<file path="src/rtl/dma_chan_pkg.sv">
package dma_chan_pkg;
  typedef enum logic [1:0] {
    ST_IDLE  = 2'd0,
    ST_ARMED = 2'd1,
    ST_REQ   = 2'd2
  } xfer_state_e;

  typedef enum logic [2:0] {
    SEL_CTRL  = 3'd0,
    SEL_PADDR = 3'd1,
    SEL_RADDR = 3'd2,
    SEL_COUNT = 3'd3,
    SEL_MODE  = 3'd4
  } cfg_sel_e;

  localparam int CTRL_EN_BIT    = 0;
  localparam int CTRL_START_BIT = 1;
  localparam int CTRL_SWTRG_BIT = 2;
  localparam int MODE_TSEL_LSB  = 4;
endpackage

</file>
<file path="src/rtl/dma_cfg_regs.sv">
module dma_cfg_regs
  import dma_chan_pkg::*;
#(
  parameter int PA_W   = 8,
  parameter int RA_W   = 16,
  parameter int CNT_W  = 16,
  parameter int TSEL_W = 4,
  parameter int DW     = 16
) (
  input  logic              clk,
  input  logic              rst_n,
  input  logic              cfg_we,
  input  logic [2:0]        cfg_sel,
  input  logic [DW-1:0]     cfg_wdata,
  input  logic [2:0]        cfg_rsel,
  output logic [DW-1:0]     cfg_rdata,
  input  logic              step,
  input  logic              done,
  output logic              en,
  output logic              start,
  output logic              sw_trig,
  output logic [PA_W-1:0]   paddr,
  output logic [RA_W-1:0]   raddr,
  output logic [CNT_W-1:0]  count,
  output logic              dir_to_ram,
  output logic              word,
  output logic [TSEL_W-1:0] tsel,
  output logic              count_last
);
  logic ctrl_wr;
  logic cfg_open;

  assign ctrl_wr    = cfg_we && (cfg_sel == SEL_CTRL);
  assign cfg_open   = en && !start;
  assign sw_trig    = ctrl_wr && cfg_wdata[CTRL_SWTRG_BIT];
  assign count_last = (count == CNT_W'(1));

  // Control: the completion clears start even against a concurrent write.
  always_ff @(posedge clk or negedge rst_n) begin
    if (!rst_n) begin
      en    <= 1'b0;
      start <= 1'b0;
    end else if (ctrl_wr) begin
      en    <= cfg_wdata[CTRL_EN_BIT];
      start <= cfg_wdata[CTRL_EN_BIT] && cfg_wdata[CTRL_START_BIT] && !done;
    end else if (done) begin
      start <= 1'b0;
    end
  end

  // Setup registers: writable only while enabled and not armed.
  always_ff @(posedge clk or negedge rst_n) begin
    if (!rst_n) begin
      paddr      <= '0;
      raddr      <= '0;
      count      <= '0;
      dir_to_ram <= 1'b0;
      word       <= 1'b0;
      tsel       <= '0;
    end else if (step) begin
      raddr <= raddr + (word ? RA_W'(2) : RA_W'(1));
      count <= count - CNT_W'(1);
    end else if (cfg_we && cfg_open) begin
      case (cfg_sel)
        SEL_PADDR: paddr <= cfg_wdata[PA_W-1:0];
        SEL_RADDR: raddr <= cfg_wdata[RA_W-1:0];
        SEL_COUNT: count <= cfg_wdata[CNT_W-1:0];
        SEL_MODE: begin
          dir_to_ram <= cfg_wdata[0];
          word       <= cfg_wdata[1];
          tsel       <= cfg_wdata[MODE_TSEL_LSB +: TSEL_W];
        end
        default: ;
      endcase
    end
  end

  always_comb begin
    case (cfg_rsel)
      SEL_CTRL:  cfg_rdata = DW'({start, en});
      SEL_PADDR: cfg_rdata = DW'(paddr);
      SEL_RADDR: cfg_rdata = DW'(raddr);
      SEL_COUNT: cfg_rdata = DW'(count);
      SEL_MODE:  cfg_rdata = DW'({tsel, 2'b00, word, dir_to_ram});
      default:   cfg_rdata = '0;
    endcase
  end
endmodule

</file>
<file path="src/rtl/dma_trig_sel.sv">
module dma_trig_sel #(
  parameter int NTRIG  = 16,
  parameter int TSEL_W = 4
) (
  input  logic [NTRIG-1:0]  hw_trig,
  input  logic [TSEL_W-1:0] tsel,
  input  logic              sw_trig,
  output logic              trig
);
  logic [NTRIG-1:0] hit;

  for (genvar i = 0; i < NTRIG; i++) begin : g_line
    assign hit[i] = hw_trig[i] && (tsel == TSEL_W'(i));
  end

  assign trig = sw_trig || (|hit);
endmodule

</file>
<file path="src/rtl/dma_xfer_fsm.sv">
module dma_xfer_fsm
  import dma_chan_pkg::*;
(
  input  logic clk,
  input  logic rst_n,
  input  logic en,
  input  logic start,
  input  logic trig,
  input  logic ack,
  input  logic count_last,
  output logic req,
  output logic step,
  output logic done,
  output logic done_irq
);
  xfer_state_e state_q, state_d;

  assign req  = (state_q == ST_REQ) && start && en;
  assign step = req && ack;
  assign done = step && count_last;

  always_comb begin
    state_d = state_q;
    if (!en) begin
      state_d = ST_IDLE;
    end else begin
      case (state_q)
        ST_IDLE:  if (start) state_d = ST_ARMED;
        ST_ARMED: begin
          if (!start)    state_d = ST_IDLE;
          else if (trig) state_d = ST_REQ;
        end
        ST_REQ: begin
          if (!start)   state_d = ST_IDLE;
          else if (ack) state_d = count_last ? ST_IDLE : ST_ARMED;
        end
        default: state_d = ST_IDLE;
      endcase
    end
  end

  always_ff @(posedge clk or negedge rst_n) begin
    if (!rst_n) begin
      state_q  <= ST_IDLE;
      done_irq <= 1'b0;
    end else begin
      state_q  <= state_d;
      done_irq <= done;
    end
  end
endmodule

</file>
<file path="src/rtl/dma_chan_ctrl.sv">
module dma_chan_ctrl #(
  parameter int PA_W  = 8,
  parameter int RA_W  = 16,
  parameter int CNT_W = 16,
  parameter int NTRIG = 16,
  parameter int DW    = 16
) (
  input  logic             clk,
  input  logic             rst_n,
  input  logic             cfg_we,
  input  logic [2:0]       cfg_sel,
  input  logic [DW-1:0]    cfg_wdata,
  input  logic [2:0]       cfg_rsel,
  output logic [DW-1:0]    cfg_rdata,
  input  logic [NTRIG-1:0] hw_trig,
  output logic             xfer_valid,
  input  logic             xfer_ready,
  output logic [PA_W-1:0]  xfer_periph_addr,
  output logic [RA_W-1:0]  xfer_ram_addr,
  output logic             xfer_to_ram,
  output logic             xfer_word,
  output logic             done_irq
);
  localparam int TSEL_W = $clog2(NTRIG);

  logic              cfg_en, cfg_start, sw_trig, count_last;
  logic              step, done, trig;
  logic [CNT_W-1:0]  cfg_count;
  logic [TSEL_W-1:0] tsel;

  dma_cfg_regs #(
    .PA_W(PA_W), .RA_W(RA_W), .CNT_W(CNT_W), .TSEL_W(TSEL_W), .DW(DW)
  ) u_regs (
    .clk        (clk),
    .rst_n      (rst_n),
    .cfg_we     (cfg_we),
    .cfg_sel    (cfg_sel),
    .cfg_wdata  (cfg_wdata),
    .cfg_rsel   (cfg_rsel),
    .cfg_rdata  (cfg_rdata),
    .step       (step),
    .done       (done),
    .en         (cfg_en),
    .start      (cfg_start),
    .sw_trig    (sw_trig),
    .paddr      (xfer_periph_addr),
    .raddr      (xfer_ram_addr),
    .count      (cfg_count),
    .dir_to_ram (xfer_to_ram),
    .word       (xfer_word),
    .tsel       (tsel),
    .count_last (count_last)
  );

  dma_trig_sel #(.NTRIG(NTRIG), .TSEL_W(TSEL_W)) u_trig (
    .hw_trig (hw_trig),
    .tsel    (tsel),
    .sw_trig (sw_trig),
    .trig    (trig)
  );

  dma_xfer_fsm u_fsm (
    .clk        (clk),
    .rst_n      (rst_n),
    .en         (cfg_en),
    .start      (cfg_start),
    .trig       (trig),
    .ack        (xfer_ready),
    .count_last (count_last),
    .req        (xfer_valid),
    .step       (step),
    .done       (done),
    .done_irq   (done_irq)
  );
endmodule

</file>
<file path="config.mk">
export PLATFORM = sky130hd
export DESIGN_NAME = dma_chan_ctrl
export DESIGN_NICKNAME = d
export VERILOG_FILES = /design/src/rtl/dma_chan_pkg.sv /design/src/rtl/dma_cfg_regs.sv /design/src/rtl/dma_trig_sel.sv /design/src/rtl/dma_xfer_fsm.sv /design/src/rtl/dma_chan_ctrl.sv
export SDC_FILE = /design/constraint.sdc
export NUM_CORES = 1
export LEC_CHECK = 0
export BUFFER_PORTS_ARGS = -buffer_cell sky130_fd_sc_hd__buf_2
export CAP_MARGIN = 0
export CORE_MARGIN = 4
export CORE_UTILIZATION = 43
export DETAILED_ROUTE_END_ITERATION = 12
export HOLD_SLACK_MARGIN = 0.06
export PLACE_DENSITY = 0.67
export SETUP_SLACK_MARGIN = 0.3
export SLEW_MARGIN = 20
export SYNTH_ARGS = -nofsm -noshare
export SYNTH_HDL_FRONTEND = slang
export SYNTH_HIERARCHICAL = 1
export SYNTH_SLANG_ARGS = --single-unit
</file>
<file path="constraint.sdc">
create_clock -name clk -period 2.6 [get_ports clk]
set_input_delay 0.52 -clock clk [delete_from_list [all_inputs] [get_ports clk]]
set_output_delay 0.52 -clock clk [all_outputs]
set_load 0.05 [all_outputs]
</file>
==> out/qor.txt <==
Status = completed
Final setup vio count = 0
Minimum clock period = 2210 ps
Share of cells above drive strength 1 = 0.349
Cell Rows = 32
Final Max Tran Viols = 0
Worst slew margin = 0.522
WP data arrival = 2410 ps
Top Ports = 86
Core area = 7730 µm²
Fmax = 0.452 GHz
Power Density = 947 nW/µm²
Clock Pin Slew Worst Setup and Hold Paths = 100 ps
Final Cell Area = 4230 µm²
Leak pwr = 1.96 nW
Final period util = 0.852
Inserted Clock Buffers = 5
Initial Util = 0.444
EDFF count, synth = 0
First-pass GRT wire length = 16900 µm
Top post-synthesis cells by area = dfrtp_1 37%, mux2i_1 8.2%, mux2_2 6.2%, o21ai_0 2.9%, nand2_1 2.8%
CP Cell Sequence = and4b_2 -> and2_1 -> nor2_1 -> and4b_1 -> nand3b_1 -> mux2_2
Buf+Inv Stages, Crit Path = 0
Vias per Instance = 5.97
Final Net Count = 504
Total inserted antenna cells = 0
Initial antenna violation count = 0
Via count = 3344
Worst skew pair latency = 310 ps
Commonest non-fill, non-tap cells in the layout = 84 x buf_2, 50 x dfrtp_1, 28 x mux2i_1, 26 x nand2_1, 19 x mux2_2
Post-synth cell types = 67
Largest net degree at the start of global routing = 20
Post-route core utilization = 0.547
GR Overflow Total = 0
Post-Place Cell Area = 4060 µm²
Peak supply drop = 0.000520 V
Crit path max-delay family = simple AND/OR/NAND/NOR gates
Top-area cell type share of the netlist area = 0.372
Critical Path RT = 2800 ps
Max stage delay on crit path = 470 ps
Largest area contributor in the netlist = dfrtp_1
Syn Inst Count = 362
Sum of negative setup slack = 0 ps
Worst setup SP type = register
Total GRT Usage = 0.220
Layout Skew = 11.2 ps
Placer Congestion = 0.827
Async SR Flop Fraction = 1.00
FF-to-FF path depth = 6
Post-route DRC = 0
I/O Buffers = 85
CTS tree = yes
DP Wirelength = 7780 µm
Vias in the first global route = 3154
Placed cell count = 546
Mapped Avg Cell Area = 9.48 µm²
Detail Route Antenna Nets = 0
H-tree depth = 2
#FFs+latches synth = 51
Routed WL per cell = 18.8 µm
Unrepaired setup endpoints after global routing = yes
Detailed Routing Iterations Pass 1 = 5
CTS max path bufs = 2
Setup crit end kind = register
Die Wd = 97.3 µm
R2R setup slack = 390 ps
Register area share after synthesis = 0.372
Die height = 97.3 µm
DR iter-0 viols = 213
Crit-path slowest cell = dfrtp_1
Synthesis Warnings = 6
# hold bufs at CTS = 0
Post-synth net total = 409
CTS root buf = clkbuf_8
Post-synthesis instance area = 3430 µm²
Hold slack = 154 ps
Slew @ Worst Pin = 716 ps
Reg-to-reg endpoint = u_regs/paddr[6]
Die area = 9480 µm²
Final WL = 10500 µm
Fillers = 742
CP Max Fanout = 8
R2r startpoint = u_regs/en
Final Non-Filler Cells = 560
Layout area overhead = 23.2%
Most used DFF post-synth = dfrtp_1
Final Hold Viols = 0
Crit path kind = reg2reg
Most common cell after layout, fill and taps aside = buf_2
HP Class = in2async
Max Cap Violations = 0
CTS sink cnt = 51
-- timing repair --
item                                    4_1_cts  5_1_grt
setup buffers                                 2        4
endpoints found under the setup margin        3       20
resized for setup                             0        8
-- Yosys cell counts (4+ instances only) --
cell      instances
a21oi_1          18
mux2i_1          28
a22oi_1           9
dfrtp_1          51
nand2b_1          5
nand3_1          12
nor2_1           26
o21a_1            4
inv_1            15
ha_1              4
nor4_1           10
mux2_2           19
a211oi_1          4
buf_2             4
nand2_1          26
nand4_1           7
xor2_1            4
clkbuf_1          9
nand3b_1          6
and2_1            4
nor3_1            7
nor3b_1           5
o21ai_0          20
-- final cells by class --
cell class / instances / area (µm²) / area share
repair buffers: 104 / 578 / 0.137
multi-input cells: 279 / 2080 / 0.492
clock buffers: 8 / 100 / 0.0237
flip-flops and latches: 51 / 1280 / 0.302
inverters: 16 / 63.8 / 0.0151
well taps: 102 / 128 / 0.0302
-- sequential cells by signal, summed over array words and instances, names as in the netlist --
| name | cells |
|---|---|
| u_regs/en | 1 |
| u_fsm/done_irq | 1 |
| u_regs/paddr | 8 |
| u_regs/count | 16 |
| u_regs/raddr | 16 |
| u_regs/tsel | 4 |
| u_regs/word | 1 |
| u_regs/dir_to_ram | 1 |
| u_fsm/state_q | 2 |
| u_regs/start | 1 |
-- per-stage QoR --
step                      total power, mW  setup WS [ps]
after global routing                 4.25            278
after global placement               3.45            317
after CTS                            4.00            313
after floorplan                      2.88            132
after detailed placement             3.48            229
final                                4.01            386
-- metal layers --
metal,track usage,routed length (µm),up-vias,part of all wire
li1,-,-,1555,-
met1,0.291,4550,1658,0.43
met2,0.376,5260,117,0.50
met3,0.0380,540,14,0.051
met4,0.0522,164,0,0.016
met5,0,0,-,0
-- report_power, final --
group	switching (mW)	internal, mW	leakage, nW
sequential	0.409	1.07	0.635
clock	0.270	0.244	0.0515
combinational	1.34	0.675	1.27
total	2.02	1.99	1.96
-- how the worst max path moves through the flow --
stage | startpoint | end | slack (ps) | cells after the start
finish | u_regs/en | u_regs/paddr[6] | 390 | 6
global route | u_regs/start | u_regs/paddr[6] | 280 | 6
CTS | u_regs/en | u_regs/raddr[10] | 310 | 6
detailed placement | u_regs/word | u_regs/raddr[14] | 230 | 8
global placement | u_regs/word | u_regs/raddr[14] | 320 | 8
floorplan | cfg_rsel[0] | cfg_rdata[5] | 130 | 4
-- cell families after synthesis --
kind of cell,Yosys count,share of synthesized area
fa+ha+maj,5,0.0204
xor+xnor,7,0.0179
simple gates,131,0.214
compound gates,85,0.166
flops,51,0.372
mux,51,0.174
buf+inv,32,0.0365
(Power assumes the default switching activity.)
